==> config.mk <==
export PLATFORM = sky130hd
export DESIGN_NAME = bsz_sequencer
export DESIGN_NICKNAME = d
export VERILOG_FILES = /design/src/rtl/bsz_pkg.sv /design/src/rtl/bsz_advance.sv /design/src/rtl/bsz_wr_steer.sv /design/src/rtl/bsz_rd_pack.sv /design/src/rtl/bsz_sequencer.sv
export SDC_FILE = /design/constraint.sdc
export NUM_CORES = 1
export LEC_CHECK = 0
export BUFFER_PORTS_ARGS = -buffer_cell sky130_fd_sc_hd__buf_2
export CAP_MARGIN = 10
export CORE_UTILIZATION = 50
export CTS_BUF_LIST = sky130_fd_sc_hd__clkbuf_16
export CTS_CLUSTER_DIAMETER = 60
export DETAILED_ROUTE_END_ITERATION = 8
export MAX_ROUTING_LAYER = met4
export PLACE_DENSITY = 0.74
export SLEW_MARGIN = 20
export SYNTH_ARGS = -nofsm -noshare
export SYNTH_HDL_FRONTEND = slang
export SYNTH_SLANG_ARGS = --single-unit
==> constraint.sdc <==
create_clock -name clk -period 5.7 [get_ports clk]
set_input_delay 0.285 -clock clk [delete_from_list [all_inputs] [get_ports clk]]
set_output_delay 0.285 -clock clk [all_outputs]
set_load 0.02 [all_outputs]
==> src/rtl/bsz_pkg.sv <==
package bsz_pkg;
  localparam int LANES = 4;
  localparam int DW    = 8 * LANES;

  typedef enum logic [1:0] {
    PORT_WAIT = 2'b00,
    PORT_8    = 2'b01,
    PORT_16   = 2'b10,
    PORT_32   = 2'b11
  } port_e;

  // outstanding-bytes code to a byte count (00 stands for four)
  function automatic logic [2:0] code_to_bytes(input logic [1:0] c);
    return (c == 2'b00) ? 3'd4 : {1'b0, c};
  endfunction
endpackage

==> src/rtl/bsz_advance.sv <==
module bsz_advance (
  input  logic [1:0] off,
  input  logic [2:0] rem,
  input  logic [1:0] ack,
  output logic [2:0] nbytes
);
  import bsz_pkg::*;
  logic [2:0] room;

  always_comb begin
    unique case (port_e'(ack))
      PORT_32: room = 3'd4 - {1'b0, off};
      PORT_16: room = 3'd2 - {2'b00, off[0]};
      PORT_8:  room = 3'd1;
      default: room = 3'd0;
    endcase
    nbytes = (rem < room) ? rem : room;
  end
endmodule

==> src/rtl/bsz_wr_steer.sv <==
module bsz_wr_steer (
  input  logic [31:0] wbuf,
  input  logic [1:0]  off,
  output logic [31:0] dout
);
  for (genvar L = 0; L < 4; L++) begin : g_lane
    logic [1:0] idx;
    always_comb begin
      if (L == 3)      idx = 2'd0;
      else if (L == 2) idx = off[0] ? 2'd0 : 2'd1;
      else             idx = (off <= 2'(3 - L)) ? (2'(3 - L) - off) : 2'd0;
    end
    assign dout[8*L +: 8] = wbuf[{~idx, 3'b000} +: 8];
  end
endmodule

==> src/rtl/bsz_rd_pack.sv <==
module bsz_rd_pack (
  input  logic [31:0] din,
  input  logic [1:0]  off,
  input  logic [2:0]  nbytes,
  input  logic [31:0] acc,
  output logic [31:0] packed_o
);
  logic [31:0] grab;

  always_comb begin
    grab = '0;
    for (int k = 0; k < 4; k++) begin
      if (k < int'(nbytes) && (3 - int'(off) - k) >= 0)
        grab = {grab[23:0], din[8*(3 - int'(off) - k) +: 8]};
    end
    packed_o = (acc << {nbytes, 3'b000}) | grab;
  end
endmodule

==> src/rtl/bsz_sequencer.sv <==
module bsz_sequencer #(
  parameter int ADDR_W = 32
) (
  input  logic              clk,
  input  logic              rst,
  input  logic              req_start,
  input  logic [ADDR_W-1:0] req_addr,
  input  logic [1:0]        req_size,
  input  logic              req_write,
  input  logic              req_fetch,
  input  logic [31:0]       req_wdata,
  output logic              busy,
  output logic              done,
  output logic              addr_err,
  output logic [31:0]       rdata,
  output logic              bus_cyc,
  output logic [ADDR_W-1:0] bus_addr,
  output logic [1:0]        bus_siz,
  output logic              bus_read,
  output logic [31:0]       bus_dout,
  input  logic [31:0]       bus_din,
  input  logic [1:0]        bus_ack
);
  import bsz_pkg::*;

  logic              cyc_q, wr_q, done_q, err_q;
  logic [ADDR_W-1:0] addr_q;
  logic [2:0]        rem_q, step, req_bytes;
  logic [31:0]       wbuf_q, rbuf_q, rdata_q, packed_w;
  logic [1:0]        eff_off;
  logic              start_ok, odd_fetch, last;

  always_comb begin
    unique case (port_e'(bus_ack))
      PORT_32: eff_off = addr_q[1:0];
      PORT_16: eff_off = {1'b0, addr_q[0]};
      default: eff_off = 2'b00;
    endcase
  end

  bsz_advance i_adv (
    .off(addr_q[1:0]), .rem(rem_q), .ack(bus_ack), .nbytes(step)
  );

  bsz_wr_steer i_steer (
    .wbuf(wbuf_q), .off(addr_q[1:0]), .dout(bus_dout)
  );

  bsz_rd_pack i_pack (
    .din(bus_din), .off(eff_off), .nbytes(step), .acc(rbuf_q), .packed_o(packed_w)
  );

  assign req_bytes = code_to_bytes(req_size);
  assign start_ok  = req_start && !cyc_q;
  assign odd_fetch = req_fetch && req_addr[0];
  assign last      = (rem_q == step);

  always_ff @(posedge clk) begin
    if (rst) begin
      cyc_q   <= 1'b0;
      wr_q    <= 1'b0;
      done_q  <= 1'b0;
      err_q   <= 1'b0;
      addr_q  <= '0;
      rem_q   <= 3'd0;
      wbuf_q  <= '0;
      rbuf_q  <= '0;
      rdata_q <= '0;
    end else begin
      done_q <= 1'b0;
      err_q  <= 1'b0;
      if (start_ok) begin
        if (odd_fetch) begin
          err_q <= 1'b1;
        end else begin
          cyc_q  <= 1'b1;
          wr_q   <= req_write;
          addr_q <= req_addr;
          rem_q  <= req_bytes;
          wbuf_q <= req_wdata << {3'd4 - req_bytes, 3'b000};
          rbuf_q <= '0;
        end
      end else if (cyc_q && bus_ack != 2'b00) begin
        addr_q <= addr_q + ADDR_W'(step);
        rem_q  <= rem_q - step;
        wbuf_q <= wbuf_q << {step, 3'b000};
        rbuf_q <= packed_w;
        if (last) begin
          cyc_q  <= 1'b0;
          done_q <= 1'b1;
          if (!wr_q) rdata_q <= packed_w;
        end
      end
    end
  end

  assign busy     = cyc_q;
  assign done     = done_q;
  assign addr_err = err_q;
  assign rdata    = rdata_q;
  assign bus_cyc  = cyc_q;
  assign bus_addr = addr_q;
  assign bus_siz  = rem_q[1:0];
  assign bus_read = !wr_q;
endmodule

After elaboration in Yosys (flattened, before gate mapping)
Index checks and enable logic that the tools add are counted.
{"block": "op_classes", "n_lt_le_gt_ge": 11, "eq_ne": 5, "mux": 29, "n_shift": 10, "addsub": 11, "n_reduce_logical": 19, "n_bitwise": 8}
{"cell": "2-to-1 mux 32 bit", "n": 10}
{"cell": "variable part select 32 x 6 -> 8 bit", "n": 4}
{"cell": ">= comparator 32 x 1 -> 1 bit, second input constant", "n": 3}
{"cell": "variable part select 32 x 32 -> 8 bit", "n": 3}
{"cell": "<< shifter 32 x 6 -> 32 bit", "n": 3}
{"cell": "adder 32 x 3 -> 32 bit", "n": 1}
{"cell": "OR 32 bit", "n": 1}
{"cell": "2-to-1 mux 24 bit", "n": 1}
{"cell": "2-to-1 mux 16 bit", "n": 1}
{"cell": "2-to-1 mux 3 bit", "n": 5}
{"cell": "case mux 3 bit (3 select lines)", "n": 1}
{"cell": "2-to-1 mux 8 bit", "n": 1}
{"cell": "subtractor 3 x 3 -> 4 bit, second input constant", "n": 2}
{"cell": "logical AND 1 bit", "n": 7}
{"cell": "2-to-1 mux 1 bit", "n": 7}
{"cell": "less-than comparator 1 x 3 -> 1 bit, first input constant", "n": 2}
{"cell": "less-than comparator 2 x 3 -> 1 bit, first input constant", "n": 2}
{"cell": "inverter 2 bit", "n": 3}
{"cell": "nonzero test 2 bit", "n": 3}
{"cell": "== test 2 bit, second input constant", "n": 2}
{"cell": "<= comparator 2 bit, second input constant", "n": 2}
{"cell": "2-to-1 mux 2 bit", "n": 2}
{"cell": "inverter 1 bit", "n": 4}
{"cell": "case mux 2 bit (2 select lines)", "n": 1}
{"cell": "19 further kinds", "n": 22}
{"block": "totals", "regBits": 135, "input_bits": 105, "word_cells": 102, "output_inout_bits": 103}

Logic depth before layout (Yosys ltp)
{"block": "logic_depth", "word_depth": 13, "mapped_depth": 21, "depth_no_buf": 18}

Hierarchy
Synthesis repeated with hierarchy kept, for this count alone.
{"block": "hier_totals", "hier_cells": 1082, "area_unflattened_um2": 9292.7}
{"module": "bsz_sequencer", "area_per_inst_um2": 6612.6, "cells_each": 800, "instances": 1, "seq_area_each_um2": 2702.6}
{"module": "bsz_rd_pack", "area_per_inst_um2": 1933.1, "cells_each": 216, "instances": 1, "seq_area_each_um2": 0.0}
{"module": "bsz_wr_steer", "area_per_inst_um2": 589.3, "cells_each": 45, "instances": 1, "seq_area_each_um2": 0.0}
{"module": "bsz_advance", "area_per_inst_um2": 157.7, "cells_each": 21, "instances": 1, "seq_area_each_um2": 0.0}

Worst setup path before layout
No wires, ideal clock.
{"block": "synth_path", "kind": "flip-flop to flip-flop", "from": "reg addr_q[0], in the netlist bus_addr[0]", "to": "reg rdata_q[20], in the netlist rdata[20]", "t_arrival_ns": 4.603, "required_ns": 5.568, "setup_slack_ns": 0.965, "path_buffers": 5, "setup_ns": 0.132, "stages_incl_launch_ff": 20, "period_less_slack_ns": 4.735, "path_cell_list": "dfxtp_1 > clkbuf_1 > inv_1 > ha_1 > nand2b_1 > and3_1 > inv_1 > ha_1 > o21a_1 > o21ai_0 > nand2_1 > buf_2 > clkbuf_1 > inv_1 > ha_1 > nor3b_1 > o211a_1 > clkbuf_1 > clkbuf_1 > a21oi_1"}
{"block": "synth_between", "elab_chain_cells": 11, "elab_cells_between_ends": 32, "cone_classes": "add/sub (6); order compare (9); eq/ne (1); shift (3); mux (7); bitwise (1); reduce/logical (5)"}
{"item": "start, declared", "line_no": "bsz_sequencer.sv:27", "source": "logic [ADDR_W-1:0] addr_q;"}
{"item": "start signal, assigned", "line_no": "bsz_sequencer.sv:78", "source": "addr_q <= req_addr;"}
{"item": "start signal, assigned", "line_no": "bsz_sequencer.sv:84", "source": "addr_q <= addr_q + ADDR_W'(step);"}
{"item": "branches (longest 11 deep; another with >= comparator 32 x 1 -> 1 bit)"}
{"item": "end signal, assigned", "line_no": "bsz_sequencer.sv:91", "source": "if (!wr_q) rdata_q <= packed_w;"}
{"item": "end, declared", "line_no": "bsz_sequencer.sv:29", "source": "logic [31:0] wbuf_q, rbuf_q, rdata_q, packed_w;"}
Several ways; the timed one is not identified.
A chain may end at the register's enable or synchronous reset.

Worst setup path in the final report
{"block": "layout_path", "from": "reg addr_q[1], in the netlist bus_addr[1]", "to": "reg rdata_q[20], in the netlist rdata[20]"}
{"block": "layout_between", "elab_chain_cells": 11, "elab_cells_between_ends": 31, "cone_classes": "add/sub (5); order compare (9); eq/ne (1); shift (3); mux (7); bitwise (1); reduce/logical (5)"}
{"item": "branches (longest 11 deep; another with >= comparator 32 x 1 -> 1 bit)"}
Several ways; the timed one is not identified.

==> metrics.yaml <==
yosysWarnings: 0
cts_setup_buffers: 0
fillers: 1699
yosys-top-cells-area: "dfxtp_1 (28%), mux4_2 (8.7%), mux2i_1 (5.7%), nor2_1 (3.6%), o21ai_0 (3.6%)"
async_flop_share_pct: 0
overflow: 0
synth.most_common_cell: "dfxtp_1"
ctsResizeCount: 0
finalHoldViolations: 0
synthCells: 1130
period_share_pct: 78.9
synthDominantCellAreaShare_pct: 28.3
drc: 0
dieHeight_um: 140
track_usage_pct: 32.2
ys_types: 79
timing.critical_path.mode_cell: "inv_1"
cp-end-kind: "flip-flop"
dp_slack_ns: 1.36
routed_via_density: 6.54
routabilityCongestion: 0.930
p_switching_uw: 1450
core-area_um2: 18700
hold_buffers: 0
rsz0062_at_grt: "false"
clkTransAtPathRegs_ns: 0.06
fp.dieArea_um2: 19600
yosys-top-cells-count: "dfxtp_1 (135), nor2_1 (92), nand2_1 (86), o21ai_0 (69), clkbuf_1 (65)"
drt_first_iter_violations: 1207
grt_max_degree: 76
io_pins: 208
synth_nets: 1250
crit_chain: "inv_1, ha_1, nand3_1, inv_1, ha_1, inv_1, o211ai_1, nand2_1, o41ai_1, o2bb2ai_1, a221oi_1, a21oi_1"
syn2layout_area_growth_pct: 16.6
slowest_stage: "o41ai_1"
critPathTopFamily: "compound AO/OA/AOI/OAI gates"
worstHoldPathType: "in -> reg"
fp-row-count: 50
die_x_um: 140
root_buffer: "clkbuf_16"
worstSetupPathType: "reg -> reg"
wl_um: 30800
vias: 9909
start_kind: "flip-flop"
swShare_pct: 39.4
syn_area_um2: 9540
min_period_ns: 4.50
synth-seq-cells: 135
crit_buf_inv: 3
max_slew_margin_pct: 29.9
drt-pass1-iter-count: 5
htreeDepth: 4
p_clk_share_pct: 30.3
cap_violations: 0
register_area_um2: 2700
max_stage_delay_ns: 0.57
port-buffer-count: 207
grt_pass1_wl_um: 48900
fin_worst_skew_ns: 0.0138
p_seq_share_pct: 30.6
synth_top_cell_by_area: "dfxtp_1"
tritoncts: "yes"
start_util_pct: 51.0
dpl.hpwl_um: 21200
synth_ff_type: "dfxtp_1"
status: "completed"
cts_buffers: 17
path_max_fanout: 21
cp.arrival_ns: 4.78
ir_worst_vdd_mv: 0.285
antenna_found_initial: 2
seq_area_frac_synth_pct: 28.3
worst_pin_slew_ns: 1.04
p_leak_uw: 0.00455
syn_avg_cell_area_um2: 8.44
fin_setup_tns_ns: 0
slew_viol_final: 0
clockBufferDepth: 2
p_int_uw: 2240
clock_sinks: 135
worstSkewPairLatency_ns: 0.43
synth-edff-count: 0
p_comb_share_pct: 39.1
ant_nets: 0
avgRoutedWirePerCell_um: 20.3
nets: 1387
grt_pass1_vias: 8963
setup_viol: 0
fin_ws_ns: 1.20
final_layout_size_suffix_gt1_share_pct: 26.7
power_density_nw_per_um2: 332
multiInputGateArea_um2: 6290
cp.required_ns: 5.98
fmax_mhz: 222
-- state kept, by name, indices dropped and copies added, names as in the netlist --
signal and flops:
addr_err 1, bus_addr 32, bus_cyc 1, done 1, rbuf_q 32, rdata 32
rem_q 3, wbuf_q 32, wr_q 1
-- worst min-delay path: stages --
cell and delay, ns:
buf_2 0.09, nand2_1 0.05, a21oi_1 0.05
-- final cells by class --
type / count / share of cell area [%]
Antenna cell: 2 / 0.0450
Clock buffer: 17 / 3.83
Clock inverter: 14 / 1.43
Tap cell: 234 / 2.63
Multi-Input combinational cell: 870 / 56.6
Sequential cell: 135 / 24.3
Inverter: 17 / 0.574
Timing Repair Buffer: 226 / 10.6
-- power by group through the flow --
stage	clock [µW]	combinational, µW	sequential (µW)
floorplan	0	978	1190
global placement	0	1390	1140
detailed placement	0	1410	1150
CTS	1130	1420	1130
global route	1170	1550	1140
finish	1120	1440	1130
-- routing by layer --
| layer | track usage [%] | up-vias | share of wire [%] |
|---|---|---|---|
| li1 | - | 4624 | - |
| met1 | 45.9 | 4749 | 46 |
| met2 | 45.9 | 479 | 44 |
| met3 | 5.78 | 57 | 8.2 |
| met5 | - | - | 0 |
| met4 | 10.5 | 0 | 1.8 |
-- final timing paths --
path,slack [ns],end,from,cells past startpoint
setup / recovery,1.20,rdata[20],bus_addr[1],12
hold / removal,0.09,wr_q,req_write,3
setup reg to reg,1.20,rdata[20],bus_addr[1],12
hold reg to reg,0.45,rbuf_q[31],rbuf_q[31],2
-- metrics by stage --
step                      area [µm²]  utilization [%]  std cells  power [µW]  hold slack [ns]
after floorplan                 9540                -       1130        2160            0.421
after global placement         10500             56.3       1482        2540            0.435
after detailed placement       10500             56.3       1482        2560            0.444
after CTS                      11100             59.4       1513        3670           0.0876
after global routing           11100             59.4       1515        3860            0.100
final                          11100             59.4       1515        3690           0.0946
-- layout by cell type (no fill, tap or decap), types with 17 or more instances in the layout --
master	synthesis	final
a211oi_1	40	40
mux2i_1	54	54
buf_4	14	19
nor2_1	92	91
dfxtp_1	135	135
a22oi_1	35	35
nand2_1	86	86
and3_1	18	18
clkbuf_16	0	17
a22o_1	25	25
nor3_1	30	29
mux4_2	37	37
nand3_1	31	31
buf_2	11	207
a21oi_1	60	60
o21ai_0	69	69
o21ai_1	40	39
mux2_2	23	23
-- kinds of logic after synthesis --
group                      after synthesis  share of synthesized area (%)
AOI/OAI and AO/OA                      409                           29.5
and+or+nand+nor                        326                           16.4
DFF                                    135                           28.3
buffers and inverters                  125                           5.90
muxes                                  117                           17.7
adders and majority gates               15                           1.97
xor gates and xnor gates                 3                          0.276
Power figures use the tool's default switching activity.
